<file path="config.mk">
export PLATFORM = sky130hd
export DESIGN_NAME = mdio_slave
export DESIGN_NICKNAME = d
export VERILOG_FILES = /design/src/rtl/mdio_pkg.sv /design/src/rtl/mdio_addr_latch.sv /design/src/rtl/mdio_reg_bank.sv /design/src/rtl/mdio_frame_fsm.sv /design/src/rtl/mdio_slave.sv
export SDC_FILE = /design/constraint.sdc
export NUM_CORES = 1
export LEC_CHECK = 0
export BUFFER_PORTS_ARGS = -buffer_cell sky130_fd_sc_hd__clkbuf_2
export CAP_MARGIN = 20
export CORE_MARGIN = 10
export CORE_UTILIZATION = 55
export CTS_BUF_LIST = sky130_fd_sc_hd__clkbuf_16
export CTS_CLUSTER_DIAMETER = 150
export DETAILED_ROUTE_END_ITERATION = 7
export PLACE_DENSITY = 0.71
export SYNTH_ARGS = -nofsm -noshare
export SYNTH_HDL_FRONTEND = slang
export SYNTH_SLANG_ARGS = --single-unit
</file>
<file path="constraint.sdc">
create_clock -name mdc -period 3.11 [get_ports mdc]
set_clock_uncertainty 0.05 [all_clocks]
set_input_delay 0.622 -clock mdc [delete_from_list [all_inputs] [get_ports mdc]]
set_output_delay 0.622 -clock mdc [all_outputs]
set_load 0.005 [all_outputs]
</file>
<file path="src/rtl/mdio_pkg.sv">
package mdio_pkg;

    localparam int PHY_AW = 5;
    localparam int REG_AW = 5;
    localparam int DATA_W = 16;
    localparam int CNT_W  = $clog2(DATA_W);

    localparam logic [1:0] OPC_READ  = 2'b10;
    localparam logic [1:0] OPC_WRITE = 2'b01;

    typedef enum logic [3:0] {
        ST_HUNT,
        ST_START,
        ST_OPCODE,
        ST_PHYAD,
        ST_REGAD,
        ST_TA_RD1,
        ST_TA_RD2,
        ST_RD_DATA,
        ST_TA_WR,
        ST_WR_DATA
    } frame_state_t;

endpackage

</file>
<file path="src/rtl/mdio_addr_latch.sv">
module mdio_addr_latch
    import mdio_pkg::*;
(
    input  logic              mdc,
    input  logic              rst_n,
    input  logic [PHY_AW-1:0] strap,
    output logic [PHY_AW-1:0] my_addr
);

    // Captured on every clock while reset is held, frozen afterwards.
    always_ff @(posedge mdc) begin
        if (!rst_n) begin
            my_addr <= strap;
        end
    end

    a_r3_addr_frozen: assert property (@(posedge mdc) disable iff (!rst_n)
        $past(rst_n) |-> $stable(my_addr));

endmodule

</file>
<file path="src/rtl/mdio_reg_bank.sv">
module mdio_reg_bank
    import mdio_pkg::*;
#(
    parameter int NUM_REGS = 8
) (
    input  logic              mdc,
    input  logic              rst_n,
    input  logic              wr_en,
    input  logic [REG_AW-1:0] wr_addr,
    input  logic [DATA_W-1:0] wr_data,
    input  logic [REG_AW-1:0] rd_addr,
    output logic [DATA_W-1:0] rd_data
);

    logic [DATA_W-1:0] regs_q [NUM_REGS];

    always_ff @(posedge mdc or negedge rst_n) begin
        if (!rst_n) begin
            for (int i = 0; i < NUM_REGS; i++) begin
                regs_q[i] <= '0;
            end
        end else if (wr_en) begin
            for (int i = 0; i < NUM_REGS; i++) begin
                if (wr_addr == REG_AW'(i)) begin
                    regs_q[i] <= wr_data;
                end
            end
        end
    end

    // Unimplemented addresses fall through to all ones.
    always_comb begin
        rd_data = '1;
        for (int i = 0; i < NUM_REGS; i++) begin
            if (rd_addr == REG_AW'(i)) begin
                rd_data = regs_q[i];
            end
        end
    end

    for (genvar g = 0; g < NUM_REGS; g++) begin : g_guard
        // only a write aimed at this word may change it
        a_r9_untouched: assert property (@(posedge mdc) disable iff (!rst_n)
            !(wr_en && wr_addr == REG_AW'(g)) |=> $stable(regs_q[g]));
    end

endmodule

</file>
<file path="src/rtl/mdio_frame_fsm.sv">
module mdio_frame_fsm
    import mdio_pkg::*;
#(
    parameter int PREAMBLE_LEN = 32
) (
    input  logic              mdc,
    input  logic              rst_n,
    input  logic              mdio_in,
    input  logic [PHY_AW-1:0] my_addr,
    input  logic [DATA_W-1:0] rd_data,
    output logic [REG_AW-1:0] reg_addr,
    output logic              wr_en,
    output logic [DATA_W-1:0] wr_data,
    output logic              mdio_oe,
    output logic              mdio_out
);

    localparam int PRE_W = $clog2(PREAMBLE_LEN + 1);
    localparam logic [PRE_W-1:0] PRE_FULL = PRE_W'(PREAMBLE_LEN);
    localparam int HDR_W = 2 + PHY_AW + REG_AW;

    frame_state_t state, state_n;
    logic [PRE_W-1:0]  pre_cnt;
    logic [CNT_W-1:0]  bit_cnt;
    logic [HDR_W-2:0]  hdr_q;
    logic [DATA_W-1:0] shreg;
    logic [REG_AW-1:0] addr_q;

    logic [HDR_W-1:0]  hdr_full;
    logic [1:0]        op_f;
    logic [PHY_AW-1:0] phy_f;
    logic [REG_AW-1:0] reg_f;
    logic              last_bit;
    logic              hit_rd;
    logic              hit_wr;

    assign hdr_full = {hdr_q, mdio_in};
    assign op_f     = hdr_full[HDR_W-1 -: 2];
    assign phy_f    = hdr_full[REG_AW +: PHY_AW];
    assign reg_f    = hdr_full[REG_AW-1:0];
    assign last_bit = (bit_cnt == '0);
    assign hit_rd   = (op_f == OPC_READ)  && (phy_f == my_addr);
    assign hit_wr   = (op_f == OPC_WRITE) && (phy_f == my_addr);

    function automatic logic [CNT_W-1:0] load_for(frame_state_t s);
        case (s)
            ST_OPCODE:  return CNT_W'(1);
            ST_PHYAD:   return CNT_W'(PHY_AW - 1);
            ST_REGAD:   return CNT_W'(REG_AW - 1);
            ST_TA_WR:   return CNT_W'(1);
            ST_RD_DATA: return CNT_W'(DATA_W - 1);
            ST_WR_DATA: return CNT_W'(DATA_W - 1);
            default:    return '0;
        endcase
    endfunction

    // Next-state decision
    always_comb begin
        state_n = state;
        unique case (state)
            ST_HUNT:    if (!mdio_in && pre_cnt == PRE_FULL) state_n = ST_START;
            ST_START:   state_n = mdio_in ? ST_OPCODE : ST_HUNT;
            ST_OPCODE:  if (last_bit) state_n = ST_PHYAD;
            ST_PHYAD:   if (last_bit) state_n = ST_REGAD;
            ST_REGAD: begin
                if (last_bit) begin
                    if (hit_rd)      state_n = ST_TA_RD1;
                    else if (hit_wr) state_n = ST_TA_WR;
                    else             state_n = ST_HUNT;
                end
            end
            ST_TA_RD1:  state_n = ST_TA_RD2;
            ST_TA_RD2:  state_n = ST_RD_DATA;
            ST_RD_DATA: if (last_bit) state_n = ST_HUNT;
            ST_TA_WR:   if (last_bit) state_n = ST_WR_DATA;
            ST_WR_DATA: if (last_bit) state_n = ST_HUNT;
            default:    state_n = ST_HUNT;
        endcase
    end

    // State register
    always_ff @(posedge mdc or negedge rst_n) begin
        if (!rst_n) state <= ST_HUNT;
        else        state <= state_n;
    end

    // Counters and shifters
    always_ff @(posedge mdc or negedge rst_n) begin
        if (!rst_n) begin
            pre_cnt <= '0;
            bit_cnt <= '0;
            hdr_q   <= '0;
            shreg   <= '0;
            addr_q  <= '0;
        end else begin
            if (state == ST_HUNT && mdio_in) begin
                if (pre_cnt != PRE_FULL) pre_cnt <= pre_cnt + 1'b1;
            end else begin
                pre_cnt <= '0;
            end

            if (state_n != state) bit_cnt <= load_for(state_n);
            else if (!last_bit)   bit_cnt <= bit_cnt - 1'b1;

            if (state == ST_OPCODE || state == ST_PHYAD || state == ST_REGAD) begin
                hdr_q <= hdr_full[HDR_W-2:0];
            end

            if (state == ST_REGAD && last_bit) addr_q <= reg_f;

            unique case (state)
                ST_TA_RD1:  shreg <= rd_data;
                ST_RD_DATA: shreg <= {shreg[DATA_W-2:0], 1'b0};
                ST_WR_DATA: shreg <= {shreg[DATA_W-2:0], mdio_in};
                default:    shreg <= shreg;
            endcase
        end
    end

    // Outputs
    always_comb begin
        reg_addr = addr_q;
        wr_en    = (state == ST_WR_DATA) && last_bit;
        wr_data  = {shreg[DATA_W-2:0], mdio_in};
        mdio_oe  = (state == ST_TA_RD2) || (state == ST_RD_DATA);
        mdio_out = (state == ST_RD_DATA) && shreg[DATA_W-1];
    end

    // the first bit the slave drives is the turnaround zero
    a_r4_ta_zero: assert property (@(posedge mdc) disable iff (!rst_n)
        $rose(mdio_oe) |-> !mdio_out);

    // the driven window is one turnaround bit plus the data field
    a_r6_drive_len: assert property (@(posedge mdc) disable iff (!rst_n)
        $fell(mdio_oe) |-> $past(mdio_oe, DATA_W + 1));

    // after release, no drive can resume in the next bit
    a_r10_release_holds: assert property (@(posedge mdc) disable iff (!rst_n)
        $fell(mdio_oe) |=> !mdio_oe);

    // a write frame never sees the slave driving
    a_r5_write_quiet: assert property (@(posedge mdc) disable iff (!rst_n)
        (state == ST_TA_WR || state == ST_WR_DATA) |-> !mdio_oe);

endmodule

</file>
<file path="src/rtl/mdio_slave.sv">
module mdio_slave
    import mdio_pkg::*;
#(
    parameter int NUM_REGS     = 8,
    parameter int PREAMBLE_LEN = 32
) (
    input  logic              mdc,
    input  logic              rst_n,
    input  logic [PHY_AW-1:0] phy_addr_strap,
    input  logic              mdio_in,
    output logic              mdio_out,
    output logic              mdio_oe
);

    logic [PHY_AW-1:0] my_addr;
    logic [REG_AW-1:0] reg_addr;
    logic              wr_en;
    logic [DATA_W-1:0] wr_data;
    logic [DATA_W-1:0] rd_data;

    mdio_addr_latch u_addr (
        .mdc     (mdc),
        .rst_n   (rst_n),
        .strap   (phy_addr_strap),
        .my_addr (my_addr)
    );

    mdio_frame_fsm #(
        .PREAMBLE_LEN (PREAMBLE_LEN)
    ) u_fsm (
        .mdc      (mdc),
        .rst_n    (rst_n),
        .mdio_in  (mdio_in),
        .my_addr  (my_addr),
        .rd_data  (rd_data),
        .reg_addr (reg_addr),
        .wr_en    (wr_en),
        .wr_data  (wr_data),
        .mdio_oe  (mdio_oe),
        .mdio_out (mdio_out)
    );

    mdio_reg_bank #(
        .NUM_REGS (NUM_REGS)
    ) u_bank (
        .mdc     (mdc),
        .rst_n   (rst_n),
        .wr_en   (wr_en),
        .wr_addr (reg_addr),
        .wr_data (wr_data),
        .rd_addr (reg_addr),
        .rd_data (rd_data)
    );

endmodule

</file>
# ---- Word-level counts from Yosys, hierarchy flattened
# Cells that the tools add are included.
dict set report totals {
  register_bits 179
  latch_bits 0
  ramBits 0
  mem_bits_ro 0
  input_bits 8
  out_inout_bits 2
  mem_count 0
}
dict set report classes {
  n_addsub 2
  multipliers 0
  div 0
  n_lt_le_gt_ge 0
  eq_ne 30
  n_shift 0
  muxes 24
  bitwise 0
  n_reduce_logical 27
}
# cell n
set op_table {}
lappend op_table {{$mux W16} 8}
lappend op_table {{$pmux W16 S3} 1}
lappend op_table {{$mux W4} 10}
lappend op_table {{$pmux W4 S9} 1}
lappend op_table {{$eq A4 B3 Y1 const B} 6}
lappend op_table {{$eq A5 B3 Y1 const B} 4}
lappend op_table {{$eq A4 B2 Y1 const B} 4}
lappend op_table {{$eq A4 B4 Y1 const B} 4}
lappend op_table {{$reduce_and A2 Y1} 8}
lappend op_table {{$mux W6} 2}
lappend op_table {{$pmux W4 S3} 1}
lappend op_table {{$eq A5 B2 Y1 const B} 2}
lappend op_table {{$logic_not A4 Y1} 2}
lappend op_table {{$reduce_or A2 Y1} 4}
lappend op_table {{$logic_and A1 B1 Y1} 7}
lappend op_table {{$add A6 B1 Y6 const B} 1}
lappend op_table {{$eq A6 B6 Y1 const B} 1}
lappend op_table {{$ne A6 B6 Y1 const B} 1}
lappend op_table {{$eq A5 B1 Y1 const B} 1}
lappend op_table {{$eq A5 B5 Y1} 1}
lappend op_table {{$logic_not A5 Y1} 1}
lappend op_table {{$eq A4 B1 Y1 const B} 1}
lappend op_table {{$ne A2 B2 Y1 const B} 2}
lappend op_table {{$ne A4 B4 Y1} 1}
lappend op_table {{other kinds (7)} 9}

# ---- Longest topological paths before layout
dict set report depth {
  depth_word 10
  ltp_mapped 9
  ltp_nobuf 9
}

# ---- Hierarchy
# Synthesis repeated with hierarchy kept, for this count alone.
dict set report unflattened {
  cells_unflattened 728
  hier_area_um2 8790.9
}
# mod instances cells_each area_per_inst_um2
set by_module_without_submodules {}
lappend by_module_without_submodules {mdio_reg_bank 1 474 6128.4}
lappend by_module_without_submodules {mdio_frame_fsm 1 248 2508.7}
lappend by_module_without_submodules {mdio_addr_latch 1 6 153.9}

# ---- Worst setup path before layout
# No wires, ideal clock.
dict set report synth_path {
  kind {register -> register}
  start {register u_fsm.bit_cnt[0]}
  end {register u_fsm.bit_cnt[2]}
  setup_time_ps 125
  arrival_time_ps 2112
  required_ps 2935
  setup_slack_ps 823
  path_stages_with_launch 10
  n_path_buf 1
  synth_period_minus_slack_ps 2287
  cell_sequence {dfrtp_1 > inv_1 > ha_1 > nor3b_4 > and3_1 > buf_6 > nand4_2 > a32o_1 > o2111ai_4 > mux2_4}
}
dict set report synth_via {
  elab_chain_len 7
}
# element line_no
set synth_lines {}
lappend synth_lines {{start, declared} mdio_frame_fsm.sv:24} ;# logic [CNT_W-1:0] bit_cnt;
lappend synth_lines {{start signal, assigned} mdio_frame_fsm.sv:102} ;# if (state_n != state) bit_cnt <= load_for(state_n);
lappend synth_lines {{start signal, assigned} mdio_frame_fsm.sv:103} ;# else if (!last_bit) bit_cnt <= bit_cnt - 1'b1;
lappend synth_lines {{$logic_not A4 Y1} mdio_frame_fsm.sv:41} ;# assign last_bit = (bit_cnt == '0);
lappend synth_lines {{$mux W4 (on tied branches)} --}
lappend synth_lines {{$pmux W4 S9} mdio_frame_fsm.sv:60} ;# unique case (state)
lappend synth_lines {{$eq A4 B3 Y1, or another cell as far along} mdio_frame_fsm.sv:46} ;# case (s)
lappend synth_lines {{$reduce_or A2 Y1 (no source line)} --}
lappend synth_lines {{$pmux W4 S3} mdio_frame_fsm.sv:46}
lappend synth_lines {{$mux W4} mdio_frame_fsm.sv:102}
# Several ways; a longest one is shown, not always the timed one. The select of a mux whose other input is x is not followed.
# A chain may end at the register's enable or synchronous reset.

# ---- Worst setup path in the final report
# Same ends and word-level chain as after synthesis.

==> impl_summary.txt <==
----------------------------------------------------
[Synth]
  Net count after synthesis ... 674
  Post-synthesis share of cell area spent on full adders, half adders and majority gates ... 0.00455
  Multiplexer area fraction after synthesis ... 0.221
  Compound-Gate Fraction of Synth Area ... 0.0906
  Number of synthesized register bits ... 179
  FFs w/ async S/R, synth ... 0.972
  Simple-Gate Fraction of Synth Area ... 0.0887
  Top flip-flop cell by instance count after synthesis ... dfrtp_1
  Synthesized area per cell ... 12.5 sq um
  Synthesized-area fraction occupied by xor and xnor cells ... 0.0138
  Cells after synthesis ... 663
  Post-synthesis cell type count ... 60
  Number of enable-type register cells in the synthesized netlist ... 5
  Main combinational cell family by area after synthesis ... multiplexers
  Count of synthesis-stage warnings from yosys ... 0
  Share of synthesized area occupied by flip-flops and latches ... 0.546
  Synthesized area ... 8260 sq um

[Hold path]
  HP Class ... primary input to async pin

[Timing]
  Relative slew slack ... 0.374
  Pin slew with the least headroom to its limit ... 0.935 ns
  Final Critical Period ... 2.67 ns
  Pins over their slew limit ... 0
  Final critical-path share of the clock period ... 0.858
  Setup total negative slack ... 0 ns
  RSZ-0062 raised after global routing ... no
  Worst Slack Setup Final ... 0.442 ns
  Peak clock frequency supported by timing ... 0.375 GHz
  Fin. Hold Viols ... 0
  Number of failing setup endpoints in the final timing report ... 0

[Final layout]
  Final core occ ... 0.622
  Total non-filler cell area in the finished layout ... 9110 sq um
  Filler Cells Inserted ... 1113
  Number of antenna diodes ... 0
  Synth-to-Final Area Change ... 10.3%
  Share of layout cells above drive strength 1 ... 0.327
  Final nets ... 671

[Detailed routing]
  Final Routed Wirelength ... 18100 microns
  Average wire per standard cell ... 21.2 microns
  Length of routed wiring on met1 ... 8040 microns
  Wire length on met2 ... 9070 microns
  Routed length on met3 ... 721 microns
  Vias post-DR ... 5357
  Uppermost layer routed ... met4
  Drt pass-1 iters ... 5
  Number of violations reported at the end of detailed-routing iteration 0 ... 524
  Remaining DRCs ... 0
  Routed Antenna Nets ... 0
  DR vias/cell ... 6.26

[Worst setup path]
  Max FO, Critical Path ... 7
  Slowest CP cell ... nor3b_4
  Worst path arrival time ... 2.94 ns
  Data required time at the worst endpoint ... 3.38 ns
  Type of element launching the critical path ... flop
  Largest stage delay, worst path ... 0.39 ns
  Endpoint kind of the worst setup timing path ... flop
  CP cell instances ... inv_1, ha_1, nor3b_4, and3_1, nand3_1, and2_4, o2111ai_4, mux2_4
  Critical path class ... flop to flop

[Place]
  Buffers added on ports ... 9
  Final HPWL DP ... 11400 microns
  Global placer's final weighted congestion ... 0.916
  Worst slack at placement ... 0.478 ns
  Dpl cell area ... 8470 sq um

[Global route]
  Via count of the first global-routing pass ... 5619
  Global-route wire length before repair ... 29800 microns
  Initial antenna violation count ... 0
  Overflow after GRT ... 0
  Maximum number of pins on one net before global-route repair ... 83
  Total routing usage reported by global routing ... 0.188

[CTS]
  CTS tree ... yes
  Number of instances resized during post-cts repair ... 0
  CTS Root Cell ... clkbuf_16
  Maximum buffer depth of the clock tree ... 2
  Clock transition at the registers of the reported paths ... 0.06 ns
  CTS H-tree depth ... 4
  Clock sink total ... 179
  Quantity of hold-fixing buffers added after cts ... 0
  Worst-skew pair later-pin latency ... 0.43 ns
  TritonCTS Buffers ... 17
  # Post-CTS Setup Buffers ... 0

[Power and ir drop]
  Worst IR drop on VDD ... 0.388 mV
  Pleak ... 4.35 nW
  Power density over the cells ... 630 nW/um^2

[Floorplanning]
  Die boundary height ... 143 microns
  Horiz. Die Dim ... 143 microns
  I/O pin count ... 10
  Core ar. ... 14600 sq um
  Placement row count ... 44
  Die area ... 20300 sq um
  Initial core utilization ... 0.564

[Job]
  Reported max-cap violation count ... 0

[Outcome]
  Run status ... complete, no violations

----------------------------------------------------
==> sequential cells by signal, summed over array words and instances, names as in the netlist <==
register and count:
u_fsm.hdr_q 11, u_fsm.pre_cnt 6, u_fsm.reg_addr 5, u_addr.my_addr 5, u_fsm.bit_cnt 4, u_fsm.shreg 16, u_fsm.state 4, u_bank.regs_q 128
==> report_power, final <==
group          total [mW]  leakage (nW)  internal (mW)  switching [mW]
Combinational       0.795          1.62          0.380           0.415
Sequential           2.62          2.43           2.48           0.144
Clock                2.32         0.307           1.42           0.904
==> path summary, 6_finish.rpt <==
path / start / to / slack [ns] / depth (start not counted)
setup / recovery: u_fsm.bit_cnt[0] / u_fsm.bit_cnt[2] / 0.44 / 8
hold / removal: rst_n / u_fsm.pre_cnt[4] / 0.14 / 1
setup reg to reg: u_fsm.bit_cnt[0] / u_fsm.bit_cnt[2] / 0.44 / 8
hold reg to reg: u_bank.regs_q[60] / u_bank.regs_q[60] / 0.44 / 1
max in group asynchronous: rst_n / u_bank.regs_q[67] / 2.01 / 2
min in group mdc: phy_addr_strap[1] / u_addr.my_addr[1] / 0.32 / 1
==> critical path: cells and delay by family (launching register included) <==
family	cells	cell delay (ns)
AO/OA/AOI/OAI	1	0.27
adder cells (fa/ha/maj)	1	0.26
buffers and inverters	1	0.12
flip-flops	1	0.36
multiplexers	1	0.33
AND/OR/NAND/NOR	4	1.15
==> layer usage <==
| metal | vias up | track usage |
|---|---|---|
| met5 | - | 0 |
| met4 | 0 | 0.0630 |
| met3 | 26 | 0.0344 |
| met2 | 136 | 0.307 |
| met1 | 2794 | 0.247 |
| li1 | 2401 | - |
==> area by class of cell <==
class | instances | area, sq um | area share
multi-input cells | 418 | 3450 | 0.379
clock buffers | 17 | 425 | 0.0467
inverters | 14 | 52.6 | 0.00577
well taps | 184 | 230 | 0.0253
flip-flops and latches | 179 | 4500 | 0.495
repair buffers | 30 | 234 | 0.0257
clock inverters | 14 | 210 | 0.0231
==> cell usage after synthesis, drive strengths merged, types with 6 or more instances <==
cell    number  area [sq um]
o22ai       27           169
nand3       14          75.1
mux2i        6          60.1
a22oi       14           105
mux2       154          1740
xor2         8          70.1
nor2b        7          43.8
buf         24           140
nand2       26           105
nor4        15           115
o21ai       40           200
dfrtp      174          4350
clkbuf      28           106
inv         14          52.6
a21oi       15          75.1
nor2        30           120
==> cell families after synthesis <==
group                      after synthesis
DFF                                    179
muxes                                  161
and+or+nand+nor                        123
AOI/OAI and AO/OA                      118
buffers and inverters                   66
xor gates and xnor gates                13
adders and majority gates                3
==> layout by cell type (no fill, tap or decap), drive strengths merged, types with 6 or more instances in the layout <==
master / Yosys / routed
a21oi: 15 / 15
a22oi: 14 / 14
buf: 24 / 22
clkbuf: 28 / 25
dfrtp: 174 / 174
inv: 14 / 18
mux2: 154 / 154
mux2i: 6 / 6
nand2: 26 / 26
nand3: 14 / 14
nor2: 30 / 30
nor2b: 7 / 7
nor4: 15 / 15
o21ai: 40 / 40
o22ai: 27 / 27
xor2: 8 / 8
==> metrics by stage <==
stage	instances	total power, mW	hold slack [ns]
CTS	856	5.78	0.151
global placement	825	3.40	0.407
global route	856	5.97	0.169
detailed placement	825	3.46	0.420
floorplan	663	3.24	0.276
finish	856	5.74	0.138
Power figures use the tool's default switching activity.
